**config.mk**
```make
export PLATFORM = sky130hd
export DESIGN_NAME = dual_slope_seq
export DESIGN_NICKNAME = d
export VERILOG_FILES = /design/src/rtl/dsadc_pkg.sv /design/src/rtl/dsadc_sync.sv /design/src/rtl/dsadc_counter.sv /design/src/rtl/dual_slope_seq.sv
export SDC_FILE = /design/constraint.sdc
export NUM_CORES = 1
export LEC_CHECK = 0
export ABC_AREA = 1
export BUFFER_PORTS_ARGS = -buffer_cell sky130_fd_sc_hd__buf_2
export CAP_MARGIN = 20
export CORE_ASPECT_RATIO = 1.5
export CORE_MARGIN = 1
export CORE_UTILIZATION = 28
export CTS_BUF_LIST = sky130_fd_sc_hd__clkbuf_4
export CTS_CLUSTER_DIAMETER = 30
export DETAILED_ROUTE_END_ITERATION = 10
export SLEW_MARGIN = 25
export SYNTH_ARGS = -nofsm -noshare
export SYNTH_HDL_FRONTEND = slang
export SYNTH_SLANG_ARGS = --single-unit
```
**constraint.sdc**
```tcl
create_clock -name clk_i -period 2.1 [get_ports clk_i]
set_input_delay 0.315 -clock clk_i [delete_from_list [all_inputs] [get_ports clk_i]]
set_output_delay 0.315 -clock clk_i [all_outputs]
set_load 0.05 [all_outputs]
```
**src/rtl/dsadc_pkg.sv**
```systemverilog
package dsadc_pkg;
  typedef enum logic [1:0] {
    PH_IDLE  = 2'd0,
    PH_INTEG = 2'd1,
    PH_DEINT = 2'd2
  } phase_e;

  typedef enum logic [1:0] {
    SEL_GND = 2'b00,
    SEL_VIN = 2'b01,
    SEL_REF = 2'b10
  } src_sel_e;
endpackage

```
**src/rtl/dsadc_sync.sv**
```systemverilog
module dsadc_sync #(
  parameter int STAGES = 2
) (
  input  logic clk_i,
  input  logic rst_ni,
  input  logic d_i,
  output logic q_o
);
  logic [STAGES-1:0] sh_q;

  always_ff @(posedge clk_i or negedge rst_ni) begin
    if (!rst_ni) sh_q <= '0;
    else         sh_q <= {sh_q[STAGES-2:0], d_i};
  end

  assign q_o = sh_q[STAGES-1];
endmodule

```
**src/rtl/dsadc_counter.sv**
```systemverilog
module dsadc_counter #(
  parameter int W = 8
) (
  input  logic         clk_i,
  input  logic         rst_ni,
  input  logic         clr_i,
  input  logic         inc_i,
  output logic [W-1:0] cnt_o,
  output logic         at_max_o
);
  logic [W-1:0] cnt_q;

  always_ff @(posedge clk_i or negedge rst_ni) begin
    if (!rst_ni)    cnt_q <= '0;
    else if (clr_i) cnt_q <= '0;
    else if (inc_i) cnt_q <= cnt_q + 1'b1; // wraps at 2^W: ends integrate
  end

  assign cnt_o    = cnt_q;
  assign at_max_o = &cnt_q;


  inc_step_chk: assert property (@(posedge clk_i) disable iff (!rst_ni)
    (inc_i && !clr_i) |=> (cnt_q == $past(cnt_q) + 1'b1));
endmodule

```
**src/rtl/dual_slope_seq.sv**
```systemverilog
module dual_slope_seq
  import dsadc_pkg::*;
#(
  parameter int CNT_W    = 8,
  parameter int SYNC_STG = 2
) (
  input  logic             clk_i,
  input  logic             rst_ni,
  input  logic             start_i,
  input  logic             cmp_i,
  output logic [1:0]       sw1_sel_o,
  output logic             sw2_close_o,
  output logic [CNT_W-1:0] count_o,
  output logic [CNT_W-1:0] result_o,
  output logic             eoc_o,
  output logic             busy_o,
  output logic             overrange_o
);
  localparam logic [CNT_W-1:0] CNT_MAX = '1;

  phase_e           ph_q, ph_d;
  logic             cmp_s;
  logic             cnt_clr, cnt_inc, cnt_max;
  logic [CNT_W-1:0] cnt;
  logic             done, sat;
  logic [CNT_W-1:0] res_q;
  logic             ovr_q, eoc_q;

  dsadc_sync #(.STAGES(SYNC_STG)) u_sync (
    .clk_i (clk_i),
    .rst_ni(rst_ni),
    .d_i   (cmp_i),
    .q_o   (cmp_s)
  );

  dsadc_counter #(.W(CNT_W)) u_cnt (
    .clk_i   (clk_i),
    .rst_ni  (rst_ni),
    .clr_i   (cnt_clr),
    .inc_i   (cnt_inc),
    .cnt_o   (cnt),
    .at_max_o(cnt_max)
  );

  // comparator only qualifies in the deintegrate phase
  assign sat  = (ph_q == PH_DEINT) && !cmp_s && cnt_max;
  assign done = (ph_q == PH_DEINT) && (cmp_s || cnt_max);

  always_comb begin
    ph_d = ph_q;
    unique case (ph_q)
      PH_IDLE:  if (start_i) ph_d = PH_INTEG;
      PH_INTEG: if (cnt_max) ph_d = PH_DEINT;
      PH_DEINT: if (done)    ph_d = PH_IDLE;
      default:               ph_d = PH_IDLE;
    endcase
  end

  assign cnt_inc = (ph_q == PH_INTEG) || (ph_q == PH_DEINT);
  assign cnt_clr = (ph_q == PH_IDLE) || done;

  always_ff @(posedge clk_i or negedge rst_ni) begin
    if (!rst_ni) begin
      ph_q  <= PH_IDLE;
      res_q <= '0;
      ovr_q <= 1'b0;
      eoc_q <= 1'b0;
    end else begin
      ph_q  <= ph_d;
      eoc_q <= done;
      if (done) begin
        res_q <= sat ? CNT_MAX : cnt;
        ovr_q <= sat;
      end
    end
  end

  always_comb begin
    unique case (ph_q)
      PH_INTEG: sw1_sel_o = SEL_VIN;
      PH_DEINT: sw1_sel_o = SEL_REF;
      default:  sw1_sel_o = SEL_GND;
    endcase
  end

  assign sw2_close_o = (ph_q == PH_IDLE);
  assign busy_o      = (ph_q != PH_IDLE);
  assign count_o     = cnt;
  assign result_o    = res_q;
  assign overrange_o = ovr_q;
  assign eoc_o       = eoc_q;


  start_go_chk: assert property (@(posedge clk_i) disable iff (!rst_ni)
    (!busy_o && start_i) |=> (busy_o && !sw2_close_o && sw1_sel_o == 2'b01 && count_o == '0));

  integ_wrap_chk: assert property (@(posedge clk_i) disable iff (!rst_ni)
    (sw1_sel_o == 2'b01 && count_o == CNT_MAX) |=> (sw1_sel_o == 2'b10 && count_o == '0));

  integ_hold_chk: assert property (@(posedge clk_i) disable iff (!rst_ni)
    (sw1_sel_o == 2'b01 && count_o != CNT_MAX) |=> (sw1_sel_o == 2'b01));

  eoc_idle_chk: assert property (@(posedge clk_i) disable iff (!rst_ni)
    eoc_o |-> (!busy_o && sw2_close_o && sw1_sel_o == 2'b00));

  eoc_pulse_chk: assert property (@(posedge clk_i) disable iff (!rst_ni)
    eoc_o |=> !eoc_o);

  ovr_sat_chk: assert property (@(posedge clk_i) disable iff (!rst_ni)
    overrange_o |-> (result_o == CNT_MAX));

  res_hold_chk: assert property (@(posedge clk_i) disable iff (!rst_ni)
    !eoc_o |=> (eoc_o || $stable(result_o)));
endmodule

```
==> summary.md, run 1 <==
| Metric | Value |
|---|---|
| Yosys warns | `0` |
| Initial antenna violation count | `0` |
| Slew Viols, Final | `0` |
| Final layout net count | `158` |
| Minimum clock period | `1.69 ns` |
| Hold_sp | `cmp_i` |
| Post-DP HPWL | `1720 um` |
| Sequential share of power | `43.2%` |
| Post-DP Area | `1260 sq um` |
| Die Span Y | `~80 um` |
| # IOs | `26` |
| 1st-iter DRT viols | `28` |
| DRT antenna net count | `0` |
| DP Cell Count | `190` |
| Cts bufs inserted | `3` |
| Unrepaired setup endpoints after global routing | `false` |
| Reg-to-Reg Start | `u_cnt.cnt_o[0]$_DFFE_PN0P_` |
| Library cells used by synthesis | `19` |
| Avg Cell Area, Syn | `8.82 sq um` |
| Non-Filler Instances | `195` |
| Period Utilization, post-route | `80.7%` |
| Worst-Margin Slew | `0.506 ns` |
| Die W | `53.0 um` |
| Clk pwr share | `24.9%` |
| Grt met3 use | `2.33%` |
| N_diodes | `0` |
| Fin area | `1320 sq um` |
| PortBufs | `25` |
| Total Power | `about 1.3 mW` |
| CP top delay family | `flip-flops` |
| WS Path Type | `reg2out` |
| Drt via density | `4.29` |
| Vias | `836` |
| Congestion Overflow GR | `0` |
| Setup tns final | `0 ns` |
| Pwr Density | `987 nW/um^2` |
| Layout cells sized above 1 | `34.9%` |
| P_sw | `523 uW` |
| DP Worst Slack | `0.665 ns` |
| Switching Fraction | `40.1%` |
| Final WL | `2190 um` |
| P&R area growth vs syn | `20.7%` |
| DRC | `0` |
| Hold Path Class | `in2reg` |
| Slowest stage delay, CP | `0.54 ns` |
| CTS tree | `built` |
| #FFs+latches synth | `22` |
| Largest net degree at the start of global routing | `23` |
| Clock skew | `0.0119 ns` |
| CTS Root Cell | `clkbuf_4` |
| Cells after Synth | `124` |
| Lkg Pwr | `0.743 nW` |
| DR pass1 iterations | `4` |
| Clock transition at path regs | `0.12 ns` |
| Worst-Skew Late Latency | `0.31 ns` |
| Slew margin rel. | `66.3%` |
| Post-cts sizing count | `0` |
| Worst Setup SP | `ph_q[0]$_DFFE_PN0P_` |
| Critical Path End Type | `primary output` |
| Clock Path Buffers | `2` |
| # setup viols final | `0` |
| Startpoint Class | `flop` |
| Buf+Inv Stages, Crit Path | `2` |
| Fin. Hold Viols | `0` |
| Vias in the first global route | `between 700 and 800` |
| Max_cap viols | `0` |
| Starting density of the core | `29.4%` |
| GR Util met1 | `13.8%` |
| Worst Path Arrival | `1.38 ns` |
| Status | `finished clean` |
| Core box area | `3720 sq um` |
| R2R setup slack | `between 0.6 and 0.7 ns` |
| Highest clock rate | `590 MHz` |
| Htree depth | `1` |
| Synth Net Count | `129` |
| Comb pwr share | `roughly a third` |
| Sequential fraction of the synthesis area | `between 50% and 60%` |
| RePlAce Congestion | `0.734` |
| Critical Path RT | `1.78 ns` |
| Row cnt | `27` |
| Routed length per instance | `11.2 um` |
| Critical path fanouts, max | `4` |
| GR peak layer | `met2` |
| First-pass GRT wire length | `approximately 3600 um` |
| Final Worst Setup Slack | `between 0.4 and 0.5 ns` |
| All-layer global routing usage | `11.7%` |
| Post-Syn Area | `1090 sq um` |
| Worst-path cell chain | `nor2_1 -> inv_2 -> buf_2` |
| Hold-fix buffers, CTS | `1` |
| Die ar. | `4160 sq um` |
| Slowest cell on the critical path | `dfrtp_1` |
| Internal | `780 uW` |
| Setup Buffers After CTS | `0` |
| Worst VDD drop | `0.472 mV` |
| Global Route met2 Usage | `20.5%` |
| Clock Sinks | `22` |
[cells by family after synthesis]
| family | synth area share [%] |
|---|---|
| and+or+nand+nor | 38.0 |
| adders and majority gates | 1.14 |
| buffers and inverters | 6.52 |
| xor gates and xnor gates | 1.60 |
| DFF | 50.3 |
| AOI/OAI and AO/OA | 2.40 |
[metrics by stage]
step / util, % / hold WS, ns
global route: 35.5 / 0.0862
CTS: 35.5 / 0.100
floorplan: - / 0.0194
detailed placement: 33.8 / 0.316
global placement: 33.8 / 0.313
finish: 35.5 / 0.111
[area by class of cell]
type | count | area [sq um]
clock buffers | 3 | 22.5
clock inverters | 1 | 30.0
well taps | 43 | 53.8
repair buffers | 26 | 135
inverters | 15 | 56.3
flip-flops and latches | 22 | 551
fillers | 402 | 2400
multi-input cells | 85 | 472
[layout by cell type, fill, tap and decap left out]
| cell | instances |
|---|---|
| ha_1 | 1 |
| dlygate4sd3_1 | 1 |
| nand2_1 | 38 |
| nor2_2 | 8 |
| nor2_4 | 1 |
| clkbuf_4 | 3 |
| nand4_1 | 5 |
| nand3_4 | 1 |
| nand2_2 | 4 |
| o21ai_0 | 2 |
| nand2_4 | 5 |
| xor2_1 | 2 |
| inv_2 | 4 |
| nor2_8 | 1 |
| buf_2 | 25 |
| a21boi_1 | 1 |
| nor2_1 | 11 |
| a22o_1 | 1 |
| bufinv_16 | 1 |
| inv_1 | 11 |
| dfrtp_1 | 22 |
| nand3_1 | 4 |
[per-layer routing]
layer,share of wire [%],wire length (um)
met1,42,929
met2,54,1180
met3,2.5,55
met4,1.1,23
met5,0,0
[power groups by stage]
stage,Combinational [mW],Clock (mW),Sequential [mW]
final,0.415,0.324,0.563
after global routing,0.455,0.360,0.574
after CTS,0.423,0.335,0.564
after detailed placement,0.421,0,0.571
after global placement,0.420,0,0.570
after floorplan,0.203,0,0.694
[flip-flops by register name, indices dropped and copies added, names as in the netlist]
register and count:
ph_q 2, overrange_o 1, result_o 8, u_cnt.cnt_o 8, eoc_o 1, u_sync.sh_q 2
[cell usage after synthesis, drive strengths merged]
cell type	instances	area, sq um
nor2	21	123
xor2	2	17.5
nand3	5	37.5
o21ai	2	10.0
inv	15	56.3
nand4	5	31.3
buf	2	15.0
a22o	1	8.76
dfrtp	22	551
nand2	47	224
a21boi	1	7.51
ha	1	12.5
[final timing paths]
kind,endpoint,cells after the start
worst max-delay path,busy_o,3
worst min-delay path,u_sync.sh_q[0]$_DFF_PN0_,1
worst max register to register,u_cnt.cnt_o[5]$_DFFE_PN0P_,8
worst min register to register,u_sync.sh_q[1]$_DFF_PN0_,0
max in group asynchronous,u_cnt.cnt_o[1]$_DFFE_PN0P_,2
min in group asynchronous,u_cnt.cnt_o[6]$_DFFE_PN0P_,2
Note: power is estimated with default switching activity, not from simulation.
==> run 2: changes to the inputs <==
ABC_AREA = 0   (was 1)
clock period = 1.39 ns   (was 2.1 ns; I/O delays follow)
==> summary.md, run 2 <==
| Metric | Value |
|---|---|
| Status | `finished with violations (was finished clean)` |
| Failing checks | `setup timing` |
| Number of enable flip-flop cells after synthesis | `0 (unchanged)` |
| Initial antenna violation count | `0 (unchanged)` |
| Fin. Hold Viols | `0 (unchanged)` |
| Layout cells sized above 1 | `62.8% (was 34.9%)` |
| Most frequent cells after synthesis | `dfrtp_1 (22), nor2_1 (7), o22a_1 (7), a21oi_1 (4), nand2_1 (4) (was nand2_1 (38), dfrtp_1 (22), inv_1 (11), nor2_1 (11), nor2_2 (8))` |
| Post-DP HPWL | `1590 um (was 1720 um)` |
| R2R setup slack | `-0.08 ns (was 0.67 ns)` |
| #FFs+latches synth | `22 (unchanged)` |
| Reg-to-reg endpoint | `u_cnt.cnt_o[6]$_DFFE_PN0P_ (was u_cnt.cnt_o[5]$_DFFE_PN0P_)` |
| Final WL | `2360 um (was 2190 um)` |
| Unrepaired setup endpoints after global routing | `true (was false)` |
| Final layout net count | `135 (was 158)` |
| Pwr Density | `1570 nW/um^2 (was 987 nW/um^2)` |
| FF+latch area | `562 sq um (was 551 sq um)` |
| Combinational family with the most area after synthesis | `compound AO/OA/AOI/OAI gates (was simple AND/OR/NAND/NOR gates)` |
| Area of the multi-input gates | `477 sq um (was 472 sq um)` |
| Yosys top cell area share | `56.8% (was 50.3%)` |
| Htree depth | `1 (unchanged)` |
| Vias | `824 (was 836)` |
| Cts bufs inserted | `3 (unchanged)` |
| Final Worst Setup Slack | `-0.0805 ns (was 0.406 ns)` |
| Max_cap viols | `0 (unchanged)` |
| Cells after Synth | `80 (was 124)` |
| Core box area | `3220 sq um (was 3720 sq um)` |
| DRC | `0 (unchanged)` |
| Library cells used by synthesis | `34 (was 19)` |
| Top cells by area, synth | `dfrtp_1 (57%), o22a_1 (6.3%), a41oi_4 (2.8%), nor2_1 (2.7%), xnor2_1 (2.7%) (was dfrtp_1 (50%), nand2_1 (13%), nand2_4 (5.1%), nor2_2 (4.6%), inv_1 (3.8%))` |
| Synth Net Count | `85 (was 129)` |
| Commonest cells after routing, fill and taps aside | `buf_2 (20), buf_4 (19), dfrtp_1 (13) (was nand2_1 (38), buf_2 (25), dfrtp_1 (22))` |
| Clock transition at path regs | `0.12 ns (about the same)` |
| Critical Path End Type | `flop (was primary output)` |
| Hold Path Class | `in2reg (unchanged)` |
| Period Utilization, post-route | `106%` |
| Total Power | `2.37 mW (was 1.30 mW)` |
| Count leader, synth | `dfrtp_1 (was nand2_1)` |
| CTS tree | `built (unchanged)` |
| # IOs | `26 (unchanged)` |
| Finished Core Util | `47.0% (was 35.5%)` |
| Die Span Y | `74.1 um (was 78.5 um)` |
| Slew margin rel. | `67.6% (was 66.3%)` |
| Reg-to-Reg Start | `u_cnt.cnt_o[0]$_DFFE_PN0P_ (unchanged)` |
| First-pass GRT wire length | `3880 um (was 3560 um)` |
| P&R area growth vs syn | `56.0% (was 20.7%)` |
| Worst-case reg-to-reg path depth | `4 (was 8)` |
| Critical path fanouts, max | `5 (was 4)` |
| WS Path Type | `reg2reg (was reg2out)` |
| Worst Path Arrival | `1.69 ns (was 1.38 ns)` |
| Avg Cell Area, Syn | `12.1 sq um (was 8.82 sq um)` |
| Worst Setup SP | `u_cnt.cnt_o[0]$_DFFE_PN0P_ (was ph_q[0]$_DFFE_PN0P_)` |
| All-layer global routing usage | `14.2% (was 11.7%)` |
| Starting density of the core | `30.1% (was 29.4%)` |
| Slew Viols, Final | `0 (unchanged)` |
| Startpoint Class | `flop (unchanged)` |
| Critical Path RT | `1.60 ns (was 1.78 ns)` |
| Xor and xnor area share after synthesis | `3.61% (was 1.60%)` |
| Most common cell after layout, fill and taps aside | `buf_2 (was nand2_1)` |
| Worst-Margin Slew | `0.485 ns (was 0.506 ns)` |
| Fraction of synthesized area in multiplexers | `3.74% (was 0%)` |
| Critical path endpoint | `u_cnt.cnt_o[6]$_DFFE_PN0P_ (was busy_o)` |
| Vias in the first global route | `837 (was 742)` |
| Largest net degree at the start of global routing | `23 (unchanged)` |
| # setup viols final | `15 (was 0)` |
| Clock Path Buffers | `2 (unchanged)` |
| Routed length per instance | `14.0 um (was 11.2 um)` |
| Die ar. | `3710 sq um (was 4160 sq um)` |
| Row cnt | `25 (was 27)` |
| Prevailing post-synth register cell | `dfrtp_1 (unchanged)` |
| PortBufs | `25 (unchanged)` |
| Worst VDD drop | `0.872 mV (was 0.472 mV)` |
| Synth Area in Compound Gates | `16.8% (was 2.40%)` |
| Congestion Overflow GR | `0 (unchanged)` |
| Yosys top cell by area | `dfrtp_1 (unchanged)` |
| Highest clock rate | `680 MHz` |
| Filler Cells Inserted | `298 (was 402)` |
| N_diodes | `0 (unchanged)` |
| Post-synthesis adder-cell area fraction | `1.29% (was 1.14%)` |
| Lkg Pwr | `0.700 nW (was 0.743 nW)` |
| RePlAce Congestion | `0.856 (was 0.734)` |
| Ys async rst share | `100% (unchanged)` |
| Yosys warns | `0 (unchanged)` |
| Die W | `50.1 um (was 53.0 um)` |
| Worst-Skew Late Latency | `0.31 ns (about the same)` |
| DRT antenna net count | `0 (unchanged)` |
| 1st-iter DRT viols | `5 (was 28)` |
| DR pass1 iterations | `3 (was 4)` |
| Sequential fraction of the synthesis area | `56.8% (was 50.3%)` |
| CTS Root Cell | `clkbuf_4 (unchanged)` |
| Synth Area in Simple Gates | `13.9% (was 38.0%)` |
| Minimum clock period | `1.47 ns` |
| Clock skew | `0.00147 ns (was 0.0119 ns)` |
| Clock Sinks | `22 (unchanged)` |
| Drt via density | `4.88 (was 4.29)` |
| Post-Syn Area | `970 sq um (was 1090 sq um)` |
## run 2: worst min-delay path by stage
stage | from | end | slack (ns) | depth (start not counted)
5_1_grt | start_i | ph_q[0]$_DFFE_PN0P_ | 0.18 | 3
3_5_place_dp | rst_ni | result_o[0]$_DFFE_PN0P_ | 0.20 | 1
6_report | start_i | ph_q[0]$_DFFE_PN0P_ | 0.15 | 3
2_1_floorplan | rst_ni | eoc_o$_DFF_PN0_ | -0.09 | 0
4_1_cts | start_i | ph_q[0]$_DFFE_PN0P_ | 0.14 | 3
3_3_place_gp | rst_ni | eoc_o$_DFF_PN0_ | 0.20 | 1
## run 2: worst max-delay path, stage by stage, from the launching register on
cell and delay [ns]:
dfrtp_2 0.45, ha_4 0.17, a41oi_4 0.31, a21oi_2 0.15, o311ai_2 0.30
## run 2: what timing repair did
action | CTS | global route
pin swaps | 3 | 4
setup buffers | 4 | 3
resized for setup | 18 | 18
setup endpoints to repair | 14 | 21
endpoints found under the hold margin | 23 | 0
hold buffers | 2 | 0
## run 2: area by class of cell
cell class / count / share of cell area (%)
repair buffers: 50 / 24.3
clock inverters: 1 / 1.99
clock buffers: 3 / 1.49
multi-input cells: 52 / 31.5
flip-flops and latches: 22 / 37.1
inverters: 1 / 0.248
well taps: 40 / 3.31
## run 2: per-stage QoR
step / setup TNS [ns] / instance area, sq um / worst slack (ns) / instances / hold slack [ns]
floorplan: -2.20 / 993 / -0.281 / 80 / -0.0871
global placement: -0.127 / 1250 / -0.0226 / 156 / 0.196
detailed placement: -0.306 / 1250 / -0.0493 / 156 / 0.205
CTS: -0.337 / 1410 / -0.0409 / 166 / 0.143
global route: -1.44 / 1510 / -0.112 / 169 / 0.183
finish: -0.666 / 1510 / -0.0805 / 169 / 0.145
## run 2: power breakdown
part / internal (mW) / switching (mW)
clock: 0.292 / 0.199
combinational: 0.379 / 0.650
sequential: 0.750 / 0.103
## run 2: kinds of logic after synthesis
| group | Yosys count |
|---|---|
| AO/OA/AOI/OAI | 19 |
| XOR/XNOR | 4 |
| adder cells (fa/ha/maj) | 1 |
| buffers and inverters | 6 |
| flip-flops | 22 |
| multiplexers | 3 |
| AND/OR/NAND/NOR | 25 |
## run 2: layer usage
metal | global-route usage [%] | part of all wire, % | vias to the layer above
met4 | 11.4 | 3.9 | 0
li1 | - | - | 386
met3 | 1.43 | 2.8 | 6
met2 | 23.6 | 52 | 23
met5 | 0 | 0 | -
met1 | 16.5 | 41 | 409
